<file path="config.mk">
export PLATFORM = sky130hd
export DESIGN_NAME = sec_attr_unit
export DESIGN_NICKNAME = d
export VERILOG_FILES = /design/src/rtl/sau_pkg.sv /design/src/rtl/sau_regs.sv /design/src/rtl/sau_region_match.sv /design/src/rtl/sau_resolve.sv /design/src/rtl/sec_attr_unit.sv
export SDC_FILE = /design/constraint.sdc
export NUM_CORES = 1
export LEC_CHECK = 0
export BUFFER_PORTS_ARGS = -buffer_cell sky130_fd_sc_hd__buf_4
export CAP_MARGIN = 0
export CELL_PAD_IN_SITES_DETAIL_PLACEMENT = 1
export CELL_PAD_IN_SITES_GLOBAL_PLACEMENT = 1
export CORE_MARGIN = 3
export CORE_UTILIZATION = 52
export DETAILED_ROUTE_END_ITERATION = 16
export PLACE_DENSITY_LB_ADDON = 0.2
export SLEW_MARGIN = 30
export SYNTH_ARGS = -nofsm -noshare
export SYNTH_HDL_FRONTEND = slang
export SYNTH_HIERARCHICAL = 1
export SYNTH_SLANG_ARGS = --single-unit
</file>
<file path="constraint.sdc">
create_clock -name clk -period 3.85 [get_ports clk]
set_input_delay 0.385 -clock clk [delete_from_list [all_inputs] [get_ports clk]]
set_output_delay 0.385 -clock clk [all_outputs]
set_load 0.01 [all_outputs]
</file>
<file path="src/rtl/sau_pkg.sv">
package sau_pkg;
  localparam int SAU_ADDR_W    = 32;
  localparam int SAU_GRAN_LOG2 = 5;
  localparam int SAU_PAGE_W    = SAU_ADDR_W - SAU_GRAN_LOG2;

  typedef struct packed {
    logic [SAU_PAGE_W-1:0] base;
    logic [SAU_PAGE_W-1:0] limit;
    logic                  en;
    logic                  nsc;
  } region_t;

  typedef enum logic [1:0] {
    SEL_CTRL  = 2'b00,
    SEL_BASE  = 2'b01,
    SEL_LIMIT = 2'b10,
    SEL_NONE  = 2'b11
  } wr_sel_e;
endpackage

</file>
<file path="src/rtl/sau_regs.sv">
module sau_regs
  import sau_pkg::*;
#(
  parameter int NUM_REGIONS = 8,
  parameter int IDX_W       = 3,
  parameter int WADDR_W     = IDX_W + 2
) (
  input  logic                          clk,
  input  logic                          rst_n,
  input  logic                          wr_en,
  input  logic                          wr_nonsec,
  input  logic [WADDR_W-1:0]            wr_addr,
  input  logic [SAU_ADDR_W-1:0]         wr_data,
  output logic                          wr_err,
  output logic                          ctrl_en,
  output logic                          ctrl_allns,
  output region_t [NUM_REGIONS-1:0]     regions
);
  wr_sel_e          sel;
  logic [IDX_W-1:0] idx;
  logic             wr_ok;
  logic [1:0]       ctrl_q;

  assign sel   = wr_sel_e'(wr_addr[WADDR_W-1 -: 2]);
  assign idx   = wr_addr[IDX_W-1:0];
  assign wr_ok = wr_en && !wr_nonsec;

  always_ff @(posedge clk or negedge rst_n) begin
    if (!rst_n) begin
      ctrl_q <= '0;
      wr_err <= 1'b0;
    end else begin
      wr_err <= wr_en && wr_nonsec;
      if (wr_ok && sel == SEL_CTRL && idx == '0)
        ctrl_q <= wr_data[1:0];
    end
  end

  for (genvar g = 0; g < NUM_REGIONS; g++) begin : g_reg
    always_ff @(posedge clk or negedge rst_n) begin
      if (!rst_n) begin
        regions[g] <= '0;
      end else if (wr_ok && idx == IDX_W'(g)) begin
        if (sel == SEL_BASE)
          regions[g].base <= wr_data[SAU_ADDR_W-1:SAU_GRAN_LOG2];
        if (sel == SEL_LIMIT) begin
          regions[g].limit <= wr_data[SAU_ADDR_W-1:SAU_GRAN_LOG2];
          regions[g].en    <= wr_data[0];
          regions[g].nsc   <= wr_data[1];
        end
      end
    end
  end

  assign ctrl_en    = ctrl_q[0];
  assign ctrl_allns = ctrl_q[1];

  assert_nonsec_write_ignored_R10: assert property (@(posedge clk) disable iff (!rst_n)
    (wr_en && wr_nonsec) |=> ($stable(ctrl_q) && $stable(regions) && wr_err));
  assert_err_only_after_nonsec_R10: assert property (@(posedge clk) disable iff (!rst_n)
    !(wr_en && wr_nonsec) |=> !wr_err);
endmodule

</file>
<file path="src/rtl/sau_region_match.sv">
module sau_region_match
  import sau_pkg::*;
(
  input  logic [SAU_PAGE_W-1:0] page,
  input  region_t               region,
  output logic                  match
);
  logic above_base;
  logic below_limit;

  assign above_base  = page >= region.base;
  assign below_limit = page <= region.limit;
  assign match       = region.en && above_base && below_limit;
endmodule

</file>
<file path="src/rtl/sau_resolve.sv">
module sau_resolve #(
  parameter int NUM_REGIONS = 8,
  parameter int IDX_W       = 3
) (
  input  logic                   clk,
  input  logic                   rst_n,
  input  logic                   fixed_secure,
  input  logic                   ctrl_en,
  input  logic                   ctrl_allns,
  input  logic [NUM_REGIONS-1:0] match_vec,
  input  logic [NUM_REGIONS-1:0] nsc_vec,
  output logic                   secure,
  output logic                   nsc,
  output logic                   hit,
  output logic [IDX_W-1:0]       region
);
  logic [NUM_REGIONS-1:0] live;
  logic [IDX_W-1:0]       first_idx;
  logic                   any_hit;
  logic                   multi;
  logic                   prog_secure;

  assign live = ctrl_en ? match_vec : '0;

  always_comb begin
    first_idx = '0;
    for (int i = NUM_REGIONS - 1; i >= 0; i--)
      if (live[i]) first_idx = IDX_W'(i);
  end

  assign any_hit = |live;
  assign multi   = (live & (live - 1'b1)) != '0;

  always_comb begin
    if (!ctrl_en || !any_hit) prog_secure = !ctrl_allns;
    else if (multi)           prog_secure = 1'b1;
    else                      prog_secure = nsc_vec[first_idx];
  end

  assign hit    = any_hit && !multi;
  assign region = hit ? first_idx : '0;
  assign nsc    = hit && nsc_vec[first_idx];
  assign secure = fixed_secure || prog_secure;

  assert_fixed_secure_R1: assert property (@(posedge clk) disable iff (!rst_n)
    fixed_secure |-> secure);
  assert_hit_single_R5: assert property (@(posedge clk) disable iff (!rst_n)
    hit |-> ($countones(match_vec) == 1));
  assert_overlap_secure_R7: assert property (@(posedge clk) disable iff (!rst_n)
    (ctrl_en && $countones(match_vec) > 1) |-> (secure && !hit && !nsc));
  assert_disabled_no_hit_R8: assert property (@(posedge clk) disable iff (!rst_n)
    !ctrl_en |-> (!hit && !nsc));
endmodule

</file>
<file path="src/rtl/sec_attr_unit.sv">
module sec_attr_unit
  import sau_pkg::*;
#(
  parameter int NUM_REGIONS = 8,
  parameter int FIXED_BIT   = 28,
  localparam int IDX_W      = (NUM_REGIONS > 1) ? $clog2(NUM_REGIONS) : 1,
  localparam int WADDR_W    = IDX_W + 2
) (
  input  logic                  clk,
  input  logic                  rst_n,
  input  logic                  wr_en,
  input  logic                  wr_nonsec,
  input  logic [WADDR_W-1:0]    wr_addr,
  input  logic [SAU_ADDR_W-1:0] wr_data,
  output logic                  wr_err,
  input  logic [SAU_ADDR_W-1:0] lk_addr,
  output logic                  lk_secure,
  output logic                  lk_nsc,
  output logic                  lk_hit,
  output logic [IDX_W-1:0]      lk_region
);
  logic                         ctrl_en;
  logic                         ctrl_allns;
  region_t [NUM_REGIONS-1:0]    regions;
  logic [NUM_REGIONS-1:0]       match_vec;
  logic [NUM_REGIONS-1:0]       nsc_vec;

  sau_regs #(.NUM_REGIONS(NUM_REGIONS), .IDX_W(IDX_W), .WADDR_W(WADDR_W)) u_regs (
    .clk(clk), .rst_n(rst_n), .wr_en(wr_en), .wr_nonsec(wr_nonsec),
    .wr_addr(wr_addr), .wr_data(wr_data), .wr_err(wr_err),
    .ctrl_en(ctrl_en), .ctrl_allns(ctrl_allns), .regions(regions)
  );

  for (genvar g = 0; g < NUM_REGIONS; g++) begin : g_match
    sau_region_match u_match (
      .page(lk_addr[SAU_ADDR_W-1:SAU_GRAN_LOG2]),
      .region(regions[g]),
      .match(match_vec[g])
    );
    assign nsc_vec[g] = regions[g].nsc;
  end

  sau_resolve #(.NUM_REGIONS(NUM_REGIONS), .IDX_W(IDX_W)) u_resolve (
    .clk(clk), .rst_n(rst_n),
    .fixed_secure(lk_addr[FIXED_BIT]),
    .ctrl_en(ctrl_en), .ctrl_allns(ctrl_allns),
    .match_vec(match_vec), .nsc_vec(nsc_vec),
    .secure(lk_secure), .nsc(lk_nsc), .hit(lk_hit), .region(lk_region)
  );
endmodule

</file>
After elaboration in Yosys (flattened, before gate mapping)
Index checks and enable logic that the tools add are counted.

word-level totals
  bits in read-only memories = 0
  latch bits = 0
  word-level logic and storage cells = 133
  memories kept = 0
  bits in writable memories = 0
  output and inout bits = 7
  bits of input ports = 73
  bits in registers = 451

operators by class
  shifts and indexed selects = 0
  $mul = 0
  add/sub/neg operators = 1
  $lt $le $gt $ge = 17
  mux-type cells = 14
  div/mod/pow operators = 0
  reductions and logical operators = 57
  bitwise logic cells = 1
  equal/unequal tests = 9

operator list
  kind                                                 count
  >= comparator 27 bit                                 8
  <= comparator 27 bit                                 8
  AND reduction 2 bit                                  16
  logical AND 1 bit                                    30
  two-way mux 3 bit                                    9
  == test 3 bit (second input constant)                4
  bitwise AND 8 bit                                    1
  two-way mux 8 bit                                    1
  nonzero test 8 bit                                   1
  OR reduction 8 bit                                   1
  subtractor 8 x 1 -> 8 bit (second input constant)    1
  == test 3 x 2 -> 1 bit (second input constant)       2
  zero test 1 bit                                      5
  < comparator 3 x 4 -> 1 bit (second input constant)  1
  binary-select mux 1 bit (select 3 bit)               1
  == test 3 x 1 -> 1 bit (second input constant)       1
  zero test 3 bit                                      1
  two-way mux 1 bit                                    3
  == test 2 x 1 -> 1 bit (second input constant)       1
  == test 2 bit (second input constant)                1
  zero test 2 bit                                      1
  logical OR 1 bit                                     2

Longest topological paths before layout
Gate-level depths: netlist (run 1).

  depth in word-level cells = 17
  depth in mapped cells = 14
  gate-level depth less buffers = 13

Cells and area by module
The synthesis (run 1) kept the hierarchy.

by module, submodules not included
  module            cells an instance  sequential area each (sq um)  times used  area each (sq um)
  sau_regs          1003               11285.8                       1           16942.5
  sau_region_match  187                0.0                           8           1348.8
  sau_resolve       56                 0.0                           1           365.4

Worst setup path after synthesis (run 1)
No wires, ideal clock.

  path kind = input to output
  start point = in lk_addr[28]
  end point = out lk_secure
  path slack = 0.062 ns
  stages = 12
  data required time = 3.465 ns
  data arrival time = 3.403 ns
  buffers on the path = 1
  cells stage by stage = ha_1 nand3_2 nor4_2 nand4_1 or4_1 a221oi_2 clkbuf_1 a21oi_1 o41ai_2 mux2i_1 a22o_1 o31ai_1

on the way
  elaborated cells on any way between the ends = 52
  classes of those cells = add/sub (1); order compare (16); mux (13); bitwise (1); reduce/logical (21)

RTL lines
  item                                     line                    text
  from (decl)                              sec_attr_unit.sv:16     input logic [SAU_ADDR_W-1:0] lk_addr,
  >= comparator 27 bit                     sau_region_match.sv:11  assign above_base = page >= region.base;
  logical AND 1 bit                        sau_region_match.sv:13  assign match = region.en && above_base && below_limit;
  logical AND 1 bit *                      sau_region_match.sv:13
  via match_vec[5]                         sec_attr_unit.sv:25     logic [NUM_REGIONS-1:0] match_vec;
  two-way mux 8 bit *                      sau_resolve.sv:23       assign live = ctrl_en ? match_vec : '0;
  two-way mux 3 bit (6 in a row)           sau_resolve.sv:28       if (live[i]) first_idx = IDX_W'(i);
  binary-select mux 1 bit (select 3 bit)   sau_resolve.sv:37       else prog_secure = nsc_vec[first_idx];
  two-way mux 1 bit (implied by the code)  sau_resolve.sv:37
  two-way mux 1 bit                        sau_resolve.sv:36       else if (multi) prog_secure = 1'b1;
  two-way mux 1 bit *                      sau_resolve.sv:35       if (!ctrl_en || !any_hit) prog_secure = !ctrl_allns;
  logical OR 1 bit *                       sau_resolve.sv:43       assign secure = fixed_secure || prog_secure;
  to (decl)                                sec_attr_unit.sv:17     output logic lk_secure,

The timed path passes the listed nets; every way through them passes the cells marked *. The select of a mux whose other input is x is not followed.

Worst setup path in the final report (run 1)
  start point = reg, netlist name u_regs/regions[354]
  end point = out lk_nsc

on the way
  word-level cells in the longest chain between the ends = 13
  elaborated cells on any way between the ends = 19
  classes of those cells = add/sub (1); order compare (1); mux (10); bitwise (1); reduce/logical (6)

ends and longest elaborated chain
  item                                     line                    text
  <= comparator 27 bit *                   sau_region_match.sv:12  assign below_limit = page <= region.limit;
  logical AND 1 bit *                      sau_region_match.sv:13
  via match_vec[6]                         sec_attr_unit.sv:25
  two-way mux 8 bit *                      sau_resolve.sv:23
  two-way mux 3 bit (7 in a row)           sau_resolve.sv:28
  binary-select mux 1 bit (select 3 bit)   sau_resolve.sv:42       assign nsc = hit && nsc_vec[first_idx];
  two-way mux 1 bit (implied by the code)  sau_resolve.sv:42
  logical AND 1 bit *                      sau_resolve.sv:42
  to (decl)                                sec_attr_unit.sv:18     output logic lk_nsc,

Marks and branches as above.

==> flow_summary_export.csv, run 1 <==
group,metric,value,unit
run_status,status,"complete, but fails checks",
run_status,violations,"setup timing",
sta,period_share,1.323,
clocking,cts.reportedPaths.clkPinSlew,70,ps
min_path,hold_path_class,"input port to flip-flop",
detailed_routing,wl_per_cell,26.45,um
detailed_routing,vias,21860,
logic_synthesis,ys_ff_latch,451,
critical_path,critPathArrivalTime,4710,ps
critical_path,path_cells,"inv_2 -> ha_4 -> nand4_1 -> nor4_4 -> nand4_1 -> or4_1 -> a221oi_2 -> buf_4 -> buf_6 -> nor2_4 -> or4_4 -> o21ai_4 -> o221ai_4 -> nor3_2 -> buf_4 -> buf_6",
clocking,cts_buffer_depth,3,
cells_and_area,antenna_cells,0,
cells_and_area,final_util,0.6491,
detailed_routing,drc,0,
global_route,grt_first_pass_wirelength,142900,um
die,core,0.05297,mm^2
sta,hold_violations,0,
run,maxCapViolCount,0,
sta,rsz0062_at_grt,"yes",
die,dieWidth,238.5,um
global_route,grt_antenna_before_repair,1,
place,dp_cells,3510,
critical_path,worst-path-max-fanout,4,
critical_path,critPathTopFamily,"simple AND/OR/NAND/NOR gates",
clocking,cts_made_buffers,53,
place,portBuffers,71,
detailed_routing,drtPass1Iterations,5,
logic_synthesis,netlist_instances,2555,
sta,min_period,5092,ps
pwr,p_per_area,454.1,mW/mm^2
place,dp_slack,-963.6,ps
logic_synthesis,netlist_area,0.02810,mm^2
clocking,insertion_delay,610,ps
place,place_area,0.03132,mm^2
logic_synthesis,synth_area_leader_cell,"dfrtp_1",
detailed_routing,vias_per_cell,6.002,
sta,setup_tns,-6751,ps
logic_synthesis,synth_top_area_frac,0.4017,
pwr,leakagePower,16.47,nW
die,rows,84,
sta,holdWs,114.9,ps
die,die_area,0.05686,mm^2
logic_synthesis,synth-seq-area-share,0.4017,
sta,worst_pin_slew,1003,ps
cells_and_area,finalNonFillerCells,3641,
logic_synthesis,async_flop_share,1.000,
logic_synthesis,synth-main-ff-cell,"dfrtp_1",
sta,relSlewSlack,0.3311,
critical_path,path_class,"flip-flop to output pin",
place,post-dp-hpwl,63590,um
clocking,cts_max_level,2,
critical_path,critPathMaxStageDelay,570,ps
sta,finalClockSkew,0,ps
logic_synthesis,synth_top_cells_by_area,"dfrtp_1 40%, ha_1 19%, mux2_2 18%",
logic_synthesis,synthesis.nets,3060,
critical_path,critPathBufInv,5,
sta,setup_violations,6,
pwr,power.total,15.61,mW
sta,drv_slew,0,
critical_path,r2r_setup_slack,2810,ps
global_route,grt_pass1_vias,24520,
critical_path,required,3460,ps
die,initial_utilization,0.5304,
sta,finalWorstSetupSlack,-1242,ps
cells_and_area,syn_to_final_growth,22.37,%
logic_synthesis,syn_area_per_cell,11.00,um^2
cells_and_area,stdcell_area,0.03438,mm^2
clocking,cts_sinks,451,
critical_path,crit_path_start_kind,"flip-flop",
cells_and_area,final_common_cell,"dfrtp_1",
cells_and_area,drive_above_1_share,0.3529,
global_route,grt_overflow,0,
place,place_congestion,0.8984,
pwr,ir_drop,0.4143,mV
sta,fmax,196.4,MHz
clocking,cts_tree,"built",
critical_path,crit_path_end_kind,"output pin",
detailed_routing,drt-total-wl,96320,um
detailed_routing,route.antenna.remaining_nets,0,
logic_synthesis,yosysUniqueCellTypes,58,
global_route,grt.total_usage,0.3278,
cells_and_area,mostFrequentLayoutCells,"451 x dfrtp_1, 450 x mux2_2, 431 x inv_1",
die,die_y,238.5,um
clocking,root_buffer,"clkbuf_16",
die,ios,80,
detailed_routing,drt_iter0_drc,1223,
critical_path,slowest_stage,"or4_1",
logic_synthesis,synth_edf_count,0,
logic_synthesis,synth_warnings,6,
cells_and_area,nets,3416,
global_route,grt_max_degree,107,
[cell usage after synthesis (18+ instances only)]
cell type	number
nor4_1	18
a211oi_1	32
ha_1	432
nor2_1	53
mux2_2	450
nand2_1	63
a21oi_1	146
dfrtp_1	451
buf_2	31
o21ai_0	60
nand3_1	51
a21o_1	32
inv_1	443
clkbuf_1	28
nand4_1	64
[area by class of cell]
type | count | area (um^2)
Clock buffer | 80 | 1660
Clock inverter | 17 | 314.1
Multi-Input combinational cell | 1587 | 15510
Tap cell | 688 | 860.8
Sequential cell | 451 | 11290
Timing Repair Buffer | 375 | 3089
Inverter | 443 | 1663
Fill cell | 5438 | 18590
[cell families (layout without fill, tap and decap cells)]
family,after synthesis,in the layout,share of synthesized area
and+or+nand+nor,345,345,0.06947
buffers and inverters,517,915,0.07298
DFF,451,451,0.4017
xor gates and xnor gates,1,1,0.0003118
muxes,453,453,0.1814
adders and majority gates,433,433,0.1927
AOI/OAI and AO/OA,355,355,0.08145
[layer usage]
metal,track usage,up-vias,part of all wire
met1,0.3995,11310,0.41
met4,0.1400,2,0.045
met2,0.5812,566,0.51
met3,0.04739,251,0.041
li1,-,9723,-
met5,0,-,0.000093
[registers in the layout, indices dropped and copies added (netlist names)]
signal	count
u_regs/regions	448
u_regs/wr_err	1
u_regs/ctrl_q	2
[power breakdown]
group          internal (mW)  total [mW]  switching [mW]
registers               5.37        5.75           0.375
clock network           3.56        5.74            2.18
logic                   1.91        4.13            2.23
total                   10.8        15.6            4.78
[path summary, 6_finish.rpt]
kind | startpoint | end | depth (start not counted)
max in group asynchronous | rst_n | u_regs/regions[55] | 4
worst min-delay path | wr_data[1] | u_regs/regions[280] | 2
worst max-delay path | u_regs/regions[354] | lk_nsc | 16
worst max register to register | u_regs/regions[410] | u_regs/regions[410] | 3
worst min register to register | u_regs/regions[7] | u_regs/regions[7] | 1
min in group asynchronous | rst_n | u_regs/regions[388] | 2
[what timing repair did]
action / 4_1_cts / 5_1_grt
resized for setup: 73 / 46
pin swaps: 42 / 32
endpoints found under the hold margin: 95 / 0
hold buffers: 3 / 0
buffers inserted: 17 / 12
gates cloned: 0 / 0
endpoints found under the setup margin: 6 / 6
No activity file was read; power rests on OpenSTA's default activity.
==> inputs of run 2 (changes only) <==
--- a/config.mk
+++ b/config.mk
@@ -5,7 +5,7 @@
 export SDC_FILE = /design/constraint.sdc
 export NUM_CORES = 1
 export LEC_CHECK = 0
-export BUFFER_PORTS_ARGS = -buffer_cell sky130_fd_sc_hd__buf_4
+export BUFFER_PORTS_ARGS = -buffer_cell sky130_fd_sc_hd__clkbuf_2
 export CAP_MARGIN = 0
 export CELL_PAD_IN_SITES_DETAIL_PLACEMENT = 1
 export CELL_PAD_IN_SITES_GLOBAL_PLACEMENT = 1
@@ -13,6 +13,7 @@
 export CORE_UTILIZATION = 52
 export DETAILED_ROUTE_END_ITERATION = 16
 export PLACE_DENSITY_LB_ADDON = 0.2
+export REMOVE_ABC_BUFFERS = 1
 export SLEW_MARGIN = 30
 export SYNTH_ARGS = -nofsm -noshare
 export SYNTH_HDL_FRONTEND = slang
==> run 2 against run 1 <==
  * Clock-buffer cell count up 4
  * Power is 4.2% lower
  * Largest cell class unchanged
  * Sequential share of layout area is 0.74 points higher
  * Routed wire length down 1.6%
  * Global-route usage grew 0.48 points
  * The flow still finishes with violations (setup timing)
  * Flip-flop and latch count unchanged
==> flow_summary_export.csv, run 2 (same netlist as run 1, synthesis figures left out) <==
group,metric,value,unit
sta,relSlewSlack,0.2988,
global_route,grt.total_usage,0.3326,
cells_and_area,largest_register_ffs,448,
die,ios,80,
critical_path,required,3460,ps
place,dp_slack,-1005,ps
place,place_congestion,0.9323,
die,die_area,0.05686,mm^2
sta,finalClockSkew,0,ps
min_path,hold_path_class,"input port to flip-flop",
run,maxCapViolCount,0,
place,post-dp-hpwl,66300,um
pwr,p_int,10.36,mW
clocking,cts_max_level,2,
global_route,grt_antenna_before_repair,2,
sta,setup_violations,6,
cells_and_area,finalNonFillerCells,3632,
cells_and_area,largestRegisters,"u_regs/regions (448), u_regs/ctrl_q (2), u_regs/wr_err (1)",
detailed_routing,wl_per_cell,26.09,um
critical_path,slowest_stage,"or4_4",
sta,hold_violations,0,
cells_and_area,mostFrequentLayoutCells,"451 x dfrtp_1, 450 x mux2_2, 438 x inv_1",
global_route,grt_max_degree,112,
pwr,leakagePower,16.30,nW
detailed_routing,vias_per_cell,5.956,
critical_path,critPathArrivalTime,4780,ps
sta,period_share,1.342,
critical_path,worst-path-max-fanout,4,
detailed_routing,route.antenna.remaining_nets,0,
global_route,grt_pass1_vias,24870,
min_path,min_from,"wr_en",
clocking,root_buffer,"clkbuf_16",
critical_path,critPathMaxStageDelay,570,ps
sta,fmax,193.5,MHz
sta,worst_pin_slew,1048,ps
critical_path,crit_path_end_kind,"output pin",
sta,finalWorstSetupSlack,-1318,ps
cells_and_area,drive_above_1_share,0.3383,
cells_and_area,syn_to_final_growth,19.66,%
die,die_y,238.5,um
place,portBuffers,71,
pwr,p_per_area,444.9,mW/mm^2
critical_path,startpoint,"u_regs/regions[186]",
die,core,0.05297,mm^2
global_route,grt_first_pass_wirelength,143900,um
die,rows,84,
sta,drv_slew,0,
pwr,p_sw,4.601,mW
clocking,cts_tree,"built",
cells_and_area,nets,3407,
sta,setup_tns,-7223,ps
cells_and_area,final_common_cell,"dfrtp_1",
run_status,status,"complete, but fails checks",
clocking,cts.reportedPaths.clkPinSlew,60,ps
detailed_routing,vias,21630,
cells_and_area,antenna_cells,0,
pwr,clkPwrFrac,0.352,
pwr,power_frac_comb,0.265,
critical_path,path_class,"flip-flop to output pin",
detailed_routing,drt-total-wl,94750,um
detailed_routing,drtPass1Iterations,4,
critical_path,crit_path_start_kind,"flip-flop",
global_route,grt_overflow,0,
clocking,cts_buffer_depth,3,
pwr,p_sw_frac,0.3076,
sta,min_period,5168,ps
place,place_area,0.03126,mm^2
place,dp_cells,3519,
cells_and_area,regMostFlops,"u_regs/regions",
sta,rsz0062_at_grt,"yes",
detailed_routing,drt_iter0_drc,1178,
die,initial_utilization,0.5304,
detailed_routing,drc,0,
sta,holdWs,74.90,ps
clocking,insertion_delay,610,ps
clocking,cts_sinks,451,
clocking,cts_made_buffers,52,
cells_and_area,stdcell_area,0.03362,mm^2
die,dieWidth,238.5,um
critical_path,path_cells,"inv_2 -> ha_4 -> nand4_1 -> nor4_2 -> buf_4 -> nand4_1 -> buf_4 -> o211ai_1 -> a221oi_4 -> or4_4 -> or4_4 -> o21ai_4 -> o221ai_4 -> buf_6 -> and2b_2 -> buf_6",
run_status,violations,"setup timing",
critical_path,r2r-start,"u_regs/ctrl_q[0]",
pwr,p_seq_frac,0.383,
pwr,ir_drop,0.3776,mV
cells_and_area,final_util,0.6348,
pwr,power.total,14.96,mW
## run 2: repair_timing
action                                 in CTS  in global routing
buffers inserted                           15                  4
pin swaps                                  23                 22
setup endpoints to repair                   6                  6
endpoints found under the hold margin     101                  0
hold buffers                                1                  0
gates resized for setup                    45                 34
## run 2: power groups by stage
stage          Clock (mW)  Sequential (mW)  Combinational [mW]
6_report             5.27             5.72                3.97
3_5_place_dp            0             5.78                3.70
3_3_place_gp            0             5.73                3.41
5_1_grt              5.57             5.79                4.35
4_1_cts              5.36             5.71                3.86
2_1_floorplan           0             5.67                2.09
## run 2: worst max-delay path: cells and delay by family, from the launching register on
family / cells / cell delay, ps
DFF: 1 / 370
and+or+nand+nor: 6 / 2150
adders and majority gates: 1 / 260
buffers and inverters: 5 / 730
AOI/OAI and AO/OA: 4 / 650
## run 2: metal layers
layer,share of wire,up-vias,global-route usage
met5,0.00014,-,0
met4,0.049,2,0.1717
met3,0.040,228,0.05155
met2,0.50,528,0.5921
met1,0.41,11190,0.3891
li1,-,9686,-
## run 2: final timing paths
path                                       end  depth (start not counted)  slack [ps]
max                               lk_region[0]                         16       -1320
min reg2reg                  u_regs/regions[6]                          1         500
min                              u_regs/wr_err                          2          70
max reg2reg                   u_regs/ctrl_q[0]                          1        2980
min in group asynchronous  u_regs/regions[156]                          2         260
max in group asynchronous  u_regs/regions[332]                          4        2380
## run 2: cell type report
class                           count  area (um^2)
Fill cell                        5518        19350
Multi-Input combinational cell   1587        15150
Sequential cell                   451        11290
Inverter                          443         1663
Tap cell                          688        860.8
Clock buffer                       84         1643
Timing Repair Buffer              367         2851
Clock inverter                     12        171.4
==> inputs of run 3 (changes only) <==
--- a/config.mk
+++ b/config.mk
@@ -10,7 +10,8 @@
 export CELL_PAD_IN_SITES_DETAIL_PLACEMENT = 1
 export CELL_PAD_IN_SITES_GLOBAL_PLACEMENT = 1
 export CORE_MARGIN = 3
-export CORE_UTILIZATION = 52
+export CORE_UTILIZATION = 48
+export CTS_BUF_LIST = sky130_fd_sc_hd__clkbuf_8
 export DETAILED_ROUTE_END_ITERATION = 16
 export PLACE_DENSITY_LB_ADDON = 0.2
 export REMOVE_ABC_BUFFERS = 1
==> constraint.sdc (replaced) <==
create_clock -name clk -period 4.42 [get_ports clk]
set_input_delay 0.442 -clock clk [delete_from_list [all_inputs] [get_ports clk]]
set_output_delay 0.442 -clock clk [all_outputs]
set_load 0.01 [all_outputs]
==> run 3 against run 2 <==
  * The run still ends with setup timing left
  * Global-route usage fell by 3.5 points
  * Setup slack improved by 590 ps
  * Sequential power fell by 13%
  * Die area rose by 8.1%
  * Critical endpoint is now lk_nsc
  * Clock-buffer cell count rose by 29
  * Highest routed layer unchanged
  * Utilization fell by 4.9 points
  * Design area rose by 0.70%
==> flow_summary_export.csv, run 3 (same netlist as run 1, synthesis figures left out) <==
group,metric,value,unit
sta,setup_tns,-3434,ps
pwr,p_int,8.774,mW
clocking,cts.reportedPaths.clkPinSlew,60,ps
min_path,hold_path_class,"input port to flip-flop",
die,die_area,0.06148,mm^2
clocking,cts_made_buffers,86,
pwr,p_per_area,378.1,mW/mm^2
clocking,cts_sinks,451,
die,core,0.05781,mm^2
sta,setup_violations,6,
detailed_routing,vias,21350,
cells_and_area,largest_register_ffs,448,
die,rows,88,
sta,min_period,5153,ps
sta,fmax,194.1,MHz
run_status,violations,"setup timing",
pwr,p_sw_frac,0.3146,
global_route,grt_antenna_before_repair,3,
critical_path,critPathArrivalTime,4710,ps
sta,hold_violations,0,
critical_path,crit_path_start_kind,"flip-flop",
place,place_congestion,0.8893,
critical_path,critPathMaxStageDelay,390,ps
detailed_routing,drt_iter0_drc,996,
run_status,status,"complete, but fails checks",
sta,drv_slew,0,
sta,finalClockSkew,0,ps
pwr,power_frac_comb,0.266,
clocking,root_buffer,"clkbuf_8",
cells_and_area,final_common_cell,"inv_1",
sta,finalWorstSetupSlack,-733.0,ps
global_route,grt.total_usage,0.2975,
critical_path,slowest_stage,"dfrtp_1",
critical_path,crit_path_end_kind,"output pin",
sta,rsz0062_at_grt,"yes",
global_route,grt_pass1_vias,23940,
place,portBuffers,71,
clocking,cts_max_level,3,
cells_and_area,nets,3438,
place,post-dp-hpwl,65510,um
critical_path,crit_path_frequent_cell,"buf_4",
global_route,grt_overflow,0,
sta,period_share,1.166,
cells_and_area,n_fill_cell,6127,
critical_path,required,3980,ps
die,die_y,247.9,um
clocking,cts_tree,"built",
cells_and_area,regMostFlops,"u_regs/regions",
detailed_routing,drtPass1Iterations,4,
pwr,clkPwrFrac,0.345,
cells_and_area,largestRegisters,"u_regs/regions (448), u_regs/ctrl_q (2), u_regs/wr_err (1)",
min_path,worst_hold_path.num_cells,2,
pwr,ir_drop,0.3180,mV
cells_and_area,mostFrequentLayoutCells,"464 x inv_1, 451 x dfrtp_1, 450 x mux2_2",
clocking,insertion_delay,680,ps
pwr,leakagePower,16.46,nW
global_route,grt_first_pass_wirelength,137600,um
pwr,p_seq_frac,0.389,
pwr,p_sw,4.027,mW
detailed_routing,drt-total-wl,90920,um
cells_and_area,syn_to_final_growth,20.51,%
sta,relSlewSlack,0.3194,
die,initial_utilization,0.4861,
critical_path,path_cells,"inv_2 -> ha_4 -> buf_4 -> a21oi_1 -> o21ai_0 -> buf_4 -> a221oi_4 -> buf_4 -> o211ai_1 -> a221oi_4 -> buf_6 -> nor2_4 -> o31ai_4 -> nor3b_4 -> o21ai_1 -> a22o_2 -> buf_6 -> nor3_4 -> buf_2",
detailed_routing,route.antenna.remaining_nets,0,
die,ios,80,
die,dieWidth,247.9,um
detailed_routing,wl_per_cell,24.14,um
critical_path,rr_worst_depth,3,
pwr,power.total,12.80,mW
sta,worst_pin_slew,1017,ps
critical_path,path_class,"flip-flop to output pin",
global_route,grt_max_degree,122,
detailed_routing,vias_per_cell,5.668,
run,maxCapViolCount,0,
cells_and_area,drive_above_1_share,0.3457,
detailed_routing,drc,0,
clocking,cts_buffer_depth,3,
critical_path,worst-path-max-fanout,2,
-- run 3: cell count changes in the layout (fill, tap and decap cells not counted), sizes merged --
cell / delta
inv: +23
clkbuf: +28
clkinvlp: +2
dlygate4sd3: +1
clkinv: +5
diode: +1
buf: -3
-- run 3: what timing repair did --
item,CTS,global route
setup endpoints to repair,6,6
setup buffers,5,9
hold buffers,2,0
gates resized for setup,42,44
hold endpoints to repair,67,0
pin swaps,15,21
-- run 3: routing by layer --
layer,up-vias,share of wire,track usage,wire length (um)
li1,9770,-,-,-
met1,10980,0.42,0.3575,37980
met2,404,0.49,0.5164,44660
met3,192,0.035,0.04246,3153
met4,4,0.056,0.1583,5098
met5,-,0.00030,0,27
-- run 3: final timing paths --
check / endpoint / slack (ps) / startpoint
worst max-delay path: lk_nsc / -730 / u_regs/regions[356]
worst min-delay path: u_regs/wr_err / 60 / wr_nonsec
worst max register to register: u_regs/regions[354] / 3400 / u_regs/regions[354]
worst min register to register: u_regs/regions[258] / 500 / u_regs/regions[258]
max in group asynchronous: u_regs/regions[241] / 2790 / rst_n
min in group asynchronous: u_regs/regions[307] / 330 / rst_n
-- run 3: power groups by stage --
| stage | combinational [mW] | sequential (mW) | clock [mW] |
|---|---|---|---|
| floorplan | 1.82 | 4.93 | 0 |
| global placement | 2.99 | 4.99 | 0 |
| detailed placement | 3.22 | 5.04 | 0 |
| CTS | 3.32 | 4.97 | 4.51 |
| global route | 3.78 | 5.04 | 4.72 |
| finish | 3.41 | 4.98 | 4.42 |
-- run 3: worst max-delay path: cells and delay by family, from the launching register on --
kind                       cells  cell delay [ps]
adders and majority gates      1              190
AOI/OAI and AO/OA              8             1830
buffers and inverters          7             1060
DFF                            1              390
and+or+nand+nor                3              530
-- run 3: layout make-up --
cell class                 instances  area, um^2  area share
multi-input combinational       1587       15260      0.4506
sequential                       451       11290      0.3333
timing repair buffer             364        2850     0.08418
clock inverter                    42       287.8    0.008499
clock buffer                     113        1555     0.04593
tap                              765       957.2     0.02827
antenna                            1       2.502  0.00007390
inverter                         443        1665     0.04918
-- run 3: through the flow --
| stage | setup WS [ps] | util | area [um^2] | std cells | hold slack, ps |
|---|---|---|---|---|---|
| 2_1_floorplan | 432.4 | - | 27710 | 2481 | 146.4 |
| 3_3_place_gp | -725.8 | 0.5424 | 31350 | 3594 | 479.4 |
| 3_5_place_dp | -788.9 | 0.5430 | 31390 | 3595 | 475.3 |
| 4_1_cts | -709.8 | 0.5793 | 33480 | 3755 | 9.166 |
| 5_1_grt | -859.3 | 0.5858 | 33860 | 3766 | 61.95 |
| 6_report | -733.0 | 0.5858 | 33860 | 3766 | 58.35 |
